==> src/rtl/fcvt_pkg.sv <==
package fcvt_pkg;

    localparam int MANT_W   = 53;   // hidden bit plus widest fraction
    localparam int EXP_W    = 13;   // signed unbiased exponent
    localparam int SRC_W    = 64;
    localparam int INT_NARW = 32;
    localparam int INT_WIDW = 64;
    localparam int N_FMT    = 3;

    typedef enum logic [1:0] {
        FMT_SINGLE = 2'b00,
        FMT_DOUBLE = 2'b01,
        FMT_RSVD   = 2'b10,
        FMT_HALF   = 2'b11
    } fmt_e;

    typedef enum logic [1:0] {
        CLS_ZERO,
        CLS_FINITE,
        CLS_INF,
        CLS_NAN
    } cls_e;

    typedef struct packed {
        logic              sign;
        cls_e              cls;
        logic [EXP_W-1:0]  exp;    // two's complement, unbiased
        logic [MANT_W-1:0] mant;   // binary point after bit MANT_W-1
    } fp_fields_t;

    typedef struct packed {
        logic [INT_WIDW-1:0] value;
        logic                invalid;
        logic                inexact;
    } conv_t;

    // index 0 = half, 1 = single, 2 = double
    function automatic int fmt_exp_w(int idx);
        return (idx == 0) ? 5 : (idx == 1) ? 8 : 11;
    endfunction

    function automatic int fmt_frac_w(int idx);
        return (idx == 0) ? 10 : (idx == 1) ? 23 : 52;
    endfunction

    function automatic logic pair_legal(fmt_e f, logic wide);
        return (f == FMT_HALF) || (f == FMT_SINGLE && wide) || (f == FMT_DOUBLE && !wide);
    endfunction

endpackage

==> src/rtl/fp_field_decode.sv <==
module fp_field_decode
    import fcvt_pkg::*;
#(
    parameter int EW = 8,
    parameter int FW = 23
) (
    input  logic [EW+FW:0] raw,
    output fp_fields_t     fld
);
    localparam int BIAS = (1 << (EW - 1)) - 1;
    localparam int MSH  = MANT_W - 1 - FW;

    logic [EW-1:0] ef;
    logic [FW-1:0] fr;
    logic          ef_zero, ef_ones, fr_zero;

    assign ef      = raw[EW+FW-1:FW];
    assign fr      = raw[FW-1:0];
    assign ef_zero = ~|ef;
    assign ef_ones = &ef;
    assign fr_zero = ~|fr;

    always_comb begin
        fld.sign = raw[EW+FW];
        fld.mant = MANT_W'({~ef_zero, fr}) << MSH;
        fld.exp  = ef_zero ? EXP_W'(1 - BIAS) : (EXP_W'(ef) - EXP_W'(BIAS));
        if (ef_ones)
            fld.cls = fr_zero ? CLS_INF : CLS_NAN;
        else if (ef_zero && fr_zero)
            fld.cls = CLS_ZERO;
        else
            fld.cls = CLS_FINITE;
    end
endmodule

==> src/rtl/fp_round_int.sv <==
module fp_round_int
    import fcvt_pkg::*;
(
    input  fp_fields_t fld,
    input  logic       wide,
    output conv_t      cv
);
    localparam int GW = 3 * INT_WIDW;            // integer, fraction, alignment room
    localparam int GP = GW - MANT_W;

    logic [GW-1:0]       g, sh;
    logic [7:0]          samt;
    logic [INT_WIDW-1:0] imag, sat, neg;
    logic [INT_WIDW:0]   rmag, limit;
    logic                rb, sb, big, tiny, ovf;

    always_comb begin
        big   = $signed(fld.exp) > $signed(EXP_W'(INT_WIDW - 1));
        tiny  = $signed(fld.exp) < $signed(EXP_W'(-1));
        samt  = (big || tiny) ? 8'd0 : 8'($signed(EXP_W'(2 * INT_WIDW - 1)) - $signed(fld.exp));
        g     = {fld.mant, {GP{1'b0}}};
        sh    = g >> samt;
        imag  = sh[2*INT_WIDW-1:INT_WIDW];
        rb    = sh[INT_WIDW-1];
        sb    = |sh[INT_WIDW-2:0];
        if (tiny) begin
            imag = '0;
            rb   = 1'b0;
            sb   = |fld.mant;
        end
        // ties go away from zero: the half bit alone decides on magnitude
        rmag  = {1'b0, imag} + (INT_WIDW+1)'(rb);
        limit = wide ? ((INT_WIDW+1)'(1) << (INT_WIDW - 1)) : ((INT_WIDW+1)'(1) << (INT_NARW - 1));
        ovf   = big || (fld.sign ? (rmag > limit) : (rmag >= limit));
        sat   = fld.sign ? (~limit[INT_WIDW-1:0] + 1'b1) : (limit[INT_WIDW-1:0] - 1'b1);
        neg   = ~rmag[INT_WIDW-1:0] + 1'b1;

        cv = '0;
        unique case (fld.cls)
            CLS_NAN:  cv.invalid = 1'b1;
            CLS_INF: begin
                cv.value   = sat;
                cv.invalid = 1'b1;
            end
            CLS_ZERO: cv.value = '0;
            default: begin
                if (ovf) begin
                    cv.value   = sat;
                    cv.invalid = 1'b1;
                end else begin
                    cv.value   = fld.sign ? neg : rmag[INT_WIDW-1:0];
                    cv.inexact = rb | sb;
                end
            end
        endcase
    end
endmodule

==> src/rtl/fp_result_place.sv <==
module fp_result_place
    import fcvt_pkg::*;
#(
    parameter int DST_W = 128
) (
    input  logic [INT_WIDW-1:0] value,
    input  logic                wide,
    input  logic                merge,
    input  logic                legal,
    input  logic [DST_W-1:0]    old,
    output logic [DST_W-1:0]    res
);
    always_comb begin
        if (!legal) begin
            res = old;
        end else begin
            res = merge ? old : '0;
            if (wide)
                res[INT_WIDW-1:0] = value;
            else
                res[INT_NARW-1:0] = value[INT_NARW-1:0];
        end
    end
endmodule

==> src/rtl/fp2int_away.sv <==
module fp2int_away
    import fcvt_pkg::*;
#(
    parameter int DST_W = 128
) (
    input  logic             clk,
    input  logic             rst,
    input  logic             in_valid,
    input  logic [SRC_W-1:0] src_op,
    input  logic [1:0]       fmt_code,
    input  logic             out_wide,
    input  logic             merge_en,
    input  logic [DST_W-1:0] dst_old,
    input  logic             trap_en_invalid,
    input  logic             trap_en_inexact,
    output logic             out_valid,
    output logic [DST_W-1:0] result,
    output logic             flag_invalid,
    output logic             flag_inexact,
    output logic             illegal,
    output logic             trap_req
);
    fp_fields_t       dec [N_FMT];
    fp_fields_t       sel;
    conv_t            cv;
    logic             legal, raise_inv, raise_inx;
    logic [DST_W-1:0] placed;
    fmt_e             fmt;

    assign fmt = fmt_e'(fmt_code);

    for (genvar i = 0; i < N_FMT; i++) begin : g_dec
        localparam int EW = fmt_exp_w(i);
        localparam int FW = fmt_frac_w(i);
        fp_field_decode #(.EW(EW), .FW(FW)) u_dec (
            .raw (src_op[EW+FW:0]),
            .fld (dec[i])
        );
    end

    always_comb begin
        unique case (fmt)
            FMT_HALF:   sel = dec[0];
            FMT_SINGLE: sel = dec[1];
            default:    sel = dec[2];
        endcase
    end

    fp_round_int u_round (
        .fld  (sel),
        .wide (out_wide),
        .cv   (cv)
    );

    assign legal = pair_legal(fmt, out_wide);

    fp_result_place #(.DST_W(DST_W)) u_place (
        .value (cv.value),
        .wide  (out_wide),
        .merge (merge_en),
        .legal (legal),
        .old   (dst_old),
        .res   (placed)
    );

    assign raise_inv = in_valid && legal && cv.invalid;
    assign raise_inx = in_valid && legal && cv.inexact;

    always_ff @(posedge clk) begin
        if (rst) begin
            out_valid    <= 1'b0;
            result       <= '0;
            flag_invalid <= 1'b0;
            flag_inexact <= 1'b0;
            illegal      <= 1'b0;
            trap_req     <= 1'b0;
        end else begin
            out_valid    <= in_valid;
            result       <= placed;
            flag_invalid <= raise_inv && !trap_en_invalid;
            flag_inexact <= raise_inx && !trap_en_inexact;
            illegal      <= in_valid && !legal;
            trap_req     <= (raise_inv && trap_en_invalid) || (raise_inx && trap_en_inexact);
        end
    end
endmodule

==> config.mk <==
export PLATFORM = sky130hd
export DESIGN_NAME = fp2int_away
export DESIGN_NICKNAME = d
export VERILOG_FILES = /design/src/rtl/fcvt_pkg.sv /design/src/rtl/fp_field_decode.sv /design/src/rtl/fp_round_int.sv /design/src/rtl/fp_result_place.sv /design/src/rtl/fp2int_away.sv
export SDC_FILE = /design/constraint.sdc
export NUM_CORES = 1
export LEC_CHECK = 0
export BUFFER_PORTS_ARGS = -buffer_cell sky130_fd_sc_hd__buf_2
export CAP_MARGIN = 20
export CORE_MARGIN = 2
export CORE_UTILIZATION = 30
export DETAILED_ROUTE_END_ITERATION = 8
export PLACE_DENSITY = 0.62
export REMOVE_ABC_BUFFERS = 1
export SYNTH_ARGS = -nofsm -noshare
export SYNTH_HDL_FRONTEND = slang
export SYNTH_SLANG_ARGS = --single-unit
==> constraint.sdc <==
create_clock -name clk -period 8.2 [get_ports clk]
set_input_delay 0.82 -clock clk [delete_from_list [all_inputs] [get_ports clk]]
set_output_delay 0.82 -clock clk [all_outputs]
set_load 0.005 [all_outputs]
### After elaboration in Yosys (flattened, before gate mapping)

Index checks and enable logic that the tools add are counted.
W data, S select, Z words.

| storage, ports and cells | value |
|---|---|
| register bits | 133 |
| bits of input ports | 201 |
| output and inout bits | 133 |
| logic and storage cells | 100 |

| cells by class | value |
|---|---|
| add/sub/neg operators | 8 |
| $lt $le $gt $ge | 4 |
| equal/unequal tests | 4 |
| shift operators | 1 |
| muxes and demuxes | 30 |
| bitwise operators | 3 |
| reductions and logical operators | 44 |

Operators with widths:

| kind | count |
|---|---|
| $mux W64 | 5 |
| $mux W128 | 2 |
| $shr A192 B8 Y128 | 1 |
| $pmux W69 S2 | 1 |
| $add A64 B1 Y64 const B | 2 |
| $not A64 Y64 | 2 |
| $pmux W64 S2 | 1 |
| $add A64 B1 Y65 | 1 |
| $ge A65 B65 Y1 | 1 |
| $gt A65 B65 Y1 | 1 |
| $sub A64 B1 Y64 const B | 1 |
| $reduce_or A63 Y1 | 1 |
| $reduce_or A53 Y1 | 1 |
| $reduce_or A52 Y1 | 1 |
| $mux W13 | 3 |
| $mux W32 | 1 |
| $reduce_or A23 Y1 | 1 |
| $gt A13 B7 Y1 const B | 1 |
| $logic_and A1 B1 Y1 | 13 |
| $lt A13 B1 Y1 const B | 1 |
| $mux W1 | 12 |
| $sub A11 B10 Y12 const B | 1 |
| $reduce_and A11 Y1 | 1 |
| $reduce_or A11 Y1 | 1 |
| other kinds (19) | 38 |

### Depth between registers and ports, before layout

Gate-level depths: netlist of run 1.

| logic depth | value |
|---|---|
| depth after elaboration | 20 |
| mapped depth | 40 |
| mapped depth without buffers | 31 |

### By module

From an unflattened synthesis of run 1, not the netlist that was laid out.

| second synthesis, totals | value |
|---|---|
| cells, all modules | 3028 |
| area total of the unflattened synthesis | 21637.0 µm² |

Modules (own cells, without submodules):

| module | times used | cells an instance | area each (µm²) | sequential area each (µm²) |
|---|---|---|---|---|
| fp_round_int | 1 | 2061 | 13409.1 | 0.0 |
| fp2int_away | 1 | 530 | 4991.0 | 2662.6 |
| fp_result_place | 1 | 149 | 1168.6 | 0.0 |
| fp_field_decode (g_dec[2].u_dec) | 1 | 110 | 765.7 | 0.0 |
| fp_field_decode (g_dec[1].u_dec) | 1 | 96 | 686.9 | 0.0 |
| fp_field_decode (g_dec[0].u_dec) | 1 | 82 | 615.6 | 0.0 |

### Worst setup path after synthesis of run 1

OpenSTA, ideal clock, no wires.

| path | value |
|---|---|
| path type | input -> register |
| start point | in src_op[23] |
| end point | reg result[36] |
| library setup time | 0.122 ns |
| data arrival time | 8.305 ns |
| data required time | 8.078 ns |
| setup slack | -0.227 ns |
| stages | 35 |
| buffers on the path | 10 |
| cell sequence | clkbuf_1 inv_1 ha_1 or3b_2 o21ai_2 a21o_1 and3_1 buf_4 nand3_4 buf_2 buf_6 buf_2 nor2_2 buf_2 buf_1 nor2_1 a21oi_1 ha_1 ha_1 inv_1 o32ai_2 nand3_2 clkbuf_1 nor4_2 nand2_1 xor2_1 nand3_1 or4_1 o41a_1 o21a_1 buf_6 o21ai_4 nor2_1 buf_2 a221o_1 |

| on the way | value |
|---|---|
| cells in the longest elaborated chain, start to end | 16 |
| elaborated cells on any way between the ends | 39 |
| those cells by class | add/sub (4); order compare (4); eq/ne (2); shift (1); mux (16); bitwise (1); reduce/logical (11) |

RTL lines:

| what | line | text |
|---|---|---|
| start, declared | fp2int_away.sv:9 | `input logic [SRC_W-1:0] src_op,` |
| $sub A8 B7 Y9 / $reduce_or A8 Y1 (equally long branches) | fp_field_decode.sv:26, fp_field_decode.sv:19 |  |
| $mux W13 | fp_field_decode.sv:26 | `fld.exp = ef_zero ? EXP_W'(1 - BIAS) : (EXP_W'(ef) - EXP_W'(BIAS));` |
| $pmux W69 S2 (*) | fp2int_away.sv:42 | `unique case (fmt)` |
| $gt A13 B7 Y1 / $lt A13 B1 Y1 (equally long branches) | fp_round_int.sv:18, fp_round_int.sv:19 |  |
| $logic_or A1 B1 Y1 | fp_round_int.sv:20 | `samt = (big \|\| tiny) ? 8'd0 : 8'($signed(EXP_W'(2 * INT_WIDW - 1)) - $signed(fld.exp));` |
| $mux W8 | fp_round_int.sv:20 |  |
| $shr A192 B8 Y128 | fp_round_int.sv:22 | `sh = g >> samt;` |
| $mux W64 / $mux W1 (equally long branches) | fp_round_int.sv:26 | `if (tiny) begin` |
| $add A64 B1 Y65 | fp_round_int.sv:32 | `rmag = {1'b0, imag} + (INT_WIDW+1)'(rb);` |
| $not A64 Y64 (tied with other cells) | fp_round_int.sv:36 | `neg = ~rmag[INT_WIDW-1:0] + 1'b1;` |
| $add A64 B1 Y64 / $mux W1 (equally long branches) | fp_round_int.sv:36, fp_round_int.sv:34 |  |
| $mux W64 / $logic_or A1 B1 Y1 (equally long branches) | fp_round_int.sv:51, fp_round_int.sv:34 |  |
| $mux W64 | fp_round_int.sv:47 | `if (ovf) begin` |
| $pmux W64 S2 (*) | fp_round_int.sv:39 | `unique case (fld.cls)` |
| $mux W32 (*) | fp_result_place.sv:18 | `if (wide)` |
| $mux W128 (*) | fp_result_place.sv:14 | `if (!legal) begin` |
| end signal, assigned | fp2int_away.sv:79 | `result <= placed;` |
| end, declared | fp2int_away.sv:17 | `output logic [DST_W-1:0] result,` |

Mark *: on every way between the ends. The rest lies on a longest branch, timed or not.
A chain may end at the register's enable or synchronous reset.

### Worst setup path in the final report of run 1

| path | value |
|---|---|
| start point | in src_op[23] |
| end point | reg result[61] |

Same word-level chain as after synthesis.

==> results_dict.tcl, run 1 <==
set metrics [dict create \
    whs_ns 0.553 \
    gp_congestion 1.08 \
    cp_max_fo 5 \
    design_area_um2 26100 \
    final_net_count 3671 \
    synth_cells 2365 \
    dieWidth_um 238 \
    drtPass1Iterations 6 \
    cp_common_cell "buf_4" \
    cp_slowest_cell "a222oi_1" \
    cts_made_buffers 17 \
    start_util 0.304 \
    dieArea_um2 56400 \
    portBuffers 333 \
    htreeDepth 4 \
    ys_types 122 \
    vias_per_cell 6.01 \
    status "finished, final reports clean" \
    cts.sink_count 133 \
    cts_root_buf "clkbuf_16" \
    antenna_found_initial 8 \
    seq_area_frac_synth 0.163 \
    die_h_um 238 \
    nFillCells 5515 \
    max-slew-margin-rel 0.272 \
    fin_ws_ns 0.161 \
    tritoncts "built" \
    maxCapViolCount 0 \
    start_kind "primary input" \
    overflow 0 \
    final_cell_mix "buf_4, buf_2, nand2_1" \
    vias 25100 \
    period_share 0.980 \
    grt_max_degree 67 \
    core-area_um2 53800 \
    grt_pass1_vias 23600 \
    finalPower_mw 4.44 \
    postPlaceCellArea_um2 25000 \
    rsz0062_at_grt "false" \
    required_ns 8.59 \
    drc_errors 0 \
    tightest_slew_ns 1.09 \
    grt_pass1_wl_mm 164 \
    drt_iter0_drc 3046 \
    area_growth_pct 59.8 \
    rows 85 \
    syn_area_per_cell_um2 6.92 \
    maxSlewViolCount 0 \
    synth_ff_type "dfxtp_1" \
    grt_usage 0.398 \
    synth_area_um2 16400 \
    layout_min_cycle_time_ns 8.04 \
    dp_hpwl_mm 97.9 \
    max_stage_delay_ns 0.86 \
    crit_type "primary input to register" \
    end_kind "register" \
    mostFrequentLayoutCell "buf_4" \
    clock_path_buffers 2 \
    finalHoldViolCount 0 \
    wl_per_cell_um 27.9 \
    wl_mm 116 \
    p_per_area_nw_per_um2 170 \
    path_delay_family "compound AO/OA/AOI/OAI gates" \
    ir_drop_mv 0.142 \
    critical_path_buf_inv_count 12 \
    leakage_nw 11.7 \
    ys_ff_latch 133 \
    post_route_cells_drive_above_1_share 0.421 \
    hold_class "primary input to register" \
    arrival_ns 8.43 \
    clock.fmax_mhz 124 \
    postCtsHoldBufs 0 \
    place_ws_ns -0.919 \
    ys_warn_count 0 \
    clkTransAtPathRegs_ns 0.06 \
    synth_edf_count 0 \
    ys_async_sr_fraction 0 \
    io_pins 334 \
    postRouteAntennaNets 0 \
    setup_viol 0 \
]
[cell type report]
cell class | count | area [um2] | area share
sequential | 133 | 2660 | 0.102
clock inverter | 14 | 129 | 0.00493
timing repair buffer | 1256 | 8760 | 0.335
inverter | 31 | 116 | 0.00445
multi-input combinational | 2016 | 13100 | 0.503
tap | 696 | 871 | 0.0333
clock buffer | 18 | 439 | 0.0168
antenna | 6 | 15.0 | 0.000574
[sequential cells by signal, summed over array words and instances, names as in the netlist]
name	flops
trap_req	1
flag_inexact	1
out_valid	1
illegal	1
result	128
flag_invalid	1
[where the power goes]
group	total [mW]	switching (mW)	internal, mW
clock	0.749	0.341	0.408
sequential	0.718	0.0154	0.702
combinational	2.98	1.71	1.27
total	4.44	2.06	2.38
[what timing repair did]
action / 4_1_cts / 5_1_grt
setup buffers: 7 / 8
pin swaps: 4 / 14
cloned: 0 / 1
gates resized for setup: 25 / 77
endpoints found under the setup margin: 67 / 67
[cells in the mapped netlist (all sizes together), types with 50 or more instances]
master	instances	area, um2
nor2	208	791
a21oi	175	876
and2	102	638
xnor2	50	438
nor3	115	592
nand4	53	359
nand3	113	588
buf	84	518
dfxtp	133	2660
nor4	54	399
clkbuf	101	379
o21ai	153	788
nand2	262	993
[logic make-up after synthesis]
| family | after synthesis | synth area share |
|---|---|---|
| AO/OA/AOI/OAI | 786 | 0.344 |
| buffers and inverters | 216 | 0.0620 |
| adder cells (fa/ha/maj) | 15 | 0.0115 |
| XOR/XNOR | 89 | 0.0477 |
| AND/OR/NAND/NOR | 1078 | 0.341 |
| multiplexers | 48 | 0.0308 |
| flip-flops | 133 | 0.163 |
[through the flow]
step	instances	utilization	setup TNS (ns)
global placement	4115	0.464	-47.41
detailed placement	4115	0.464	-49.15
global route	4169	0.486	0
floorplan	2180	-	-238.37
finish	4170	0.486	0
CTS	4154	0.477	0
[per-layer routing]
layer	GRT usage	routed length (um)
met5	0	26
met4	0.173	5900
met3	0.107	12900
met2	0.615	49500
met1	0.521	48100
[path summary, 6_finish.rpt]
path / slack, ns / endpoint / depth (start not counted) / start
setup / recovery: 0.16 / result[61]$_SDFF_PP0_ / 34 / src_op[23]
hold / removal: 0.55 / flag_invalid$_SDFF_PP0_ / 2 / trap_en_invalid
Power figures use the tool's default switching activity.
==> run 2, diff against run 1 <==
==> constraint.sdc (replaced) <==
create_clock -name clk -period 8.2 [get_ports clk]
set_input_delay 1.23 -clock clk [delete_from_list [all_inputs] [get_ports clk]]
set_output_delay 1.23 -clock clk [all_outputs]
set_load 0.005 [all_outputs]
==> run 2 against run 1 <==
  * The flow now finishes with violations (negative setup slack)
  * Non-clock buffer count is 57 higher
  * First-iteration DRC count decreased by 2.3%
  * Maximum frequency down 3.5%
  * Final area is 6.6% higher
  * Worst hold slack better by 0.41 ns
==> results_dict.tcl, run 2 (same netlist as run 1, synthesis figures left out) <==
set metrics [dict create \
    status "finished, violations left" \
    violations "negative setup slack" \
    maxSlewViolCount 0 \
    layout_min_cycle_time_ns 8.33 \
    htreeDepth 4 \
    rsz0062_at_grt "true" \
    leakage_nw 12.2 \
    drt_iter0_drc 2975 \
    tightest_slew_ns 1.05 \
    wl_mm 117 \
    path_delay_family "compound AO/OA/AOI/OAI gates" \
    p_per_area_nw_per_um2 168 \
    required_ns 8.59 \
    max-slew-margin-rel 0.298 \
    cp_max_fo 9 \
    dieArea_um2 56400 \
    cts_root_buf "clkbuf_16" \
    mostFrequentLayoutCell "buf_4" \
    postRouteAntennaNets 0 \
    whs_ns 0.960 \
    wl_per_cell_um 27.6 \
    maxCapViolCount 0 \
    rows 85 \
    start_util 0.304 \
    vias_per_cell 6.02 \
    cts.sink_count 133 \
    regMostFlops "result" \
    max_stage_delay_ns 0.54 \
    overflow 0 \
    grt_max_degree 67 \
    start_kind "primary input" \
    final_net_count 3729 \
    antenna_found_initial 10 \
    cts_made_buffers 17 \
    core-area_um2 53800 \
    fin_ws_ns -0.130 \
    grt_pass1_wl_mm 165 \
    arrival_ns 8.72 \
    drtPass1Iterations 7 \
    path_depth 35 \
    dp.cells 4134 \
    portBuffers 333 \
    io_pins 334 \
    drc_errors 0 \
    final_util 0.518 \
    hold_path_depth 2 \
    clock.fmax_mhz 120 \
    largest_reg_flops 128 \
    hold_class "primary input to register" \
    cp_common_cell "buf_4" \
    ir_drop_mv 0.159 \
    finalPower_mw 4.68 \
    finalNonFillerCells 4229 \
    critical_path_buf_inv_count 13 \
    grt_pass1_vias 23900 \
    area_growth_pct 70.3 \
    dp_hpwl_mm 95.3 \
    clock_path_buffers 2 \
    final_cell_mix "buf_4, buf_2, nand2_1" \
    crit_type "primary input to register" \
    die_h_um 238 \
    finalHoldViolCount 0 \
    design_area_um2 27900 \
    cp_slowest_cell "or4_4" \
    tritoncts "built" \
    gp_congestion 1.09 \
    place_ws_ns -1.19 \
    end_kind "register" \
    setup_viol 47 \
    period_share 1.02 \
    clkTransAtPathRegs_ns 0.06 \
    vias 25500 \
    finalSetupTns_ns -1.75 \
    postPlaceCellArea_um2 25200 \
    post_route_cells_drive_above_1_share 0.466 \
    grt_usage 0.397 \
    dieWidth_um 238 \
]
## run 2: cell count changes in the layout (fill, tap and decap cells not counted), sizes merged
cell / previous run / this run
buf: 1256 / 1310
bufbuf: 0 / 1
clkbuf: 18 / 20
clkinv: 3 / 4
clkinvlp: 1 / 2
diode: 6 / 7
inv: 41 / 39
o21a: 21 / 22
## run 2: area by class of cell
type / instances / area, um2
Tap cell: 696 / 871
Multi-Input combinational cell: 2017 / 14100
Clock buffer: 18 / 439
Sequential cell: 133 / 2660
Clock inverter: 14 / 131
Timing Repair Buffer: 1313 / 9530
Inverter: 31 / 128
Fill cell: 5336 / 26000
Antenna cell: 7 / 17.5
## run 2: final timing paths
| path | start | to | slack [ns] |
|---|---|---|---|
| setup / recovery | fmt_code[0] | result[24]$_SDFF_PP0_ | -0.13 |
| hold / removal | trap_en_invalid | flag_invalid$_SDFF_PP0_ | 0.96 |
## run 2: metal layers
metal	track usage	vias to the layer above	part of all wire
met3	0.115	396	0.11
met2	0.602	1622	0.42
met1	0.504	12100	0.40
li1	-	11300	-
met4	0.220	6	0.070
met5	0	-	0.00037
## run 2: what timing repair did
action | in CTS | in global routing
hold buffers | 0 | 0
cloned | 2 | 3
pin swaps | 23 | 104
buffers inserted | 18 | 37
resized for setup | 85 | 249
endpoints found under the setup margin | 67 | 67
## run 2: power breakdown
group | internal (mW) | total (mW) | switching, mW
clock | 0.408 | 0.748 | 0.339
combinational | 1.41 | 3.22 | 1.80
sequential | 0.702 | 0.719 | 0.0164
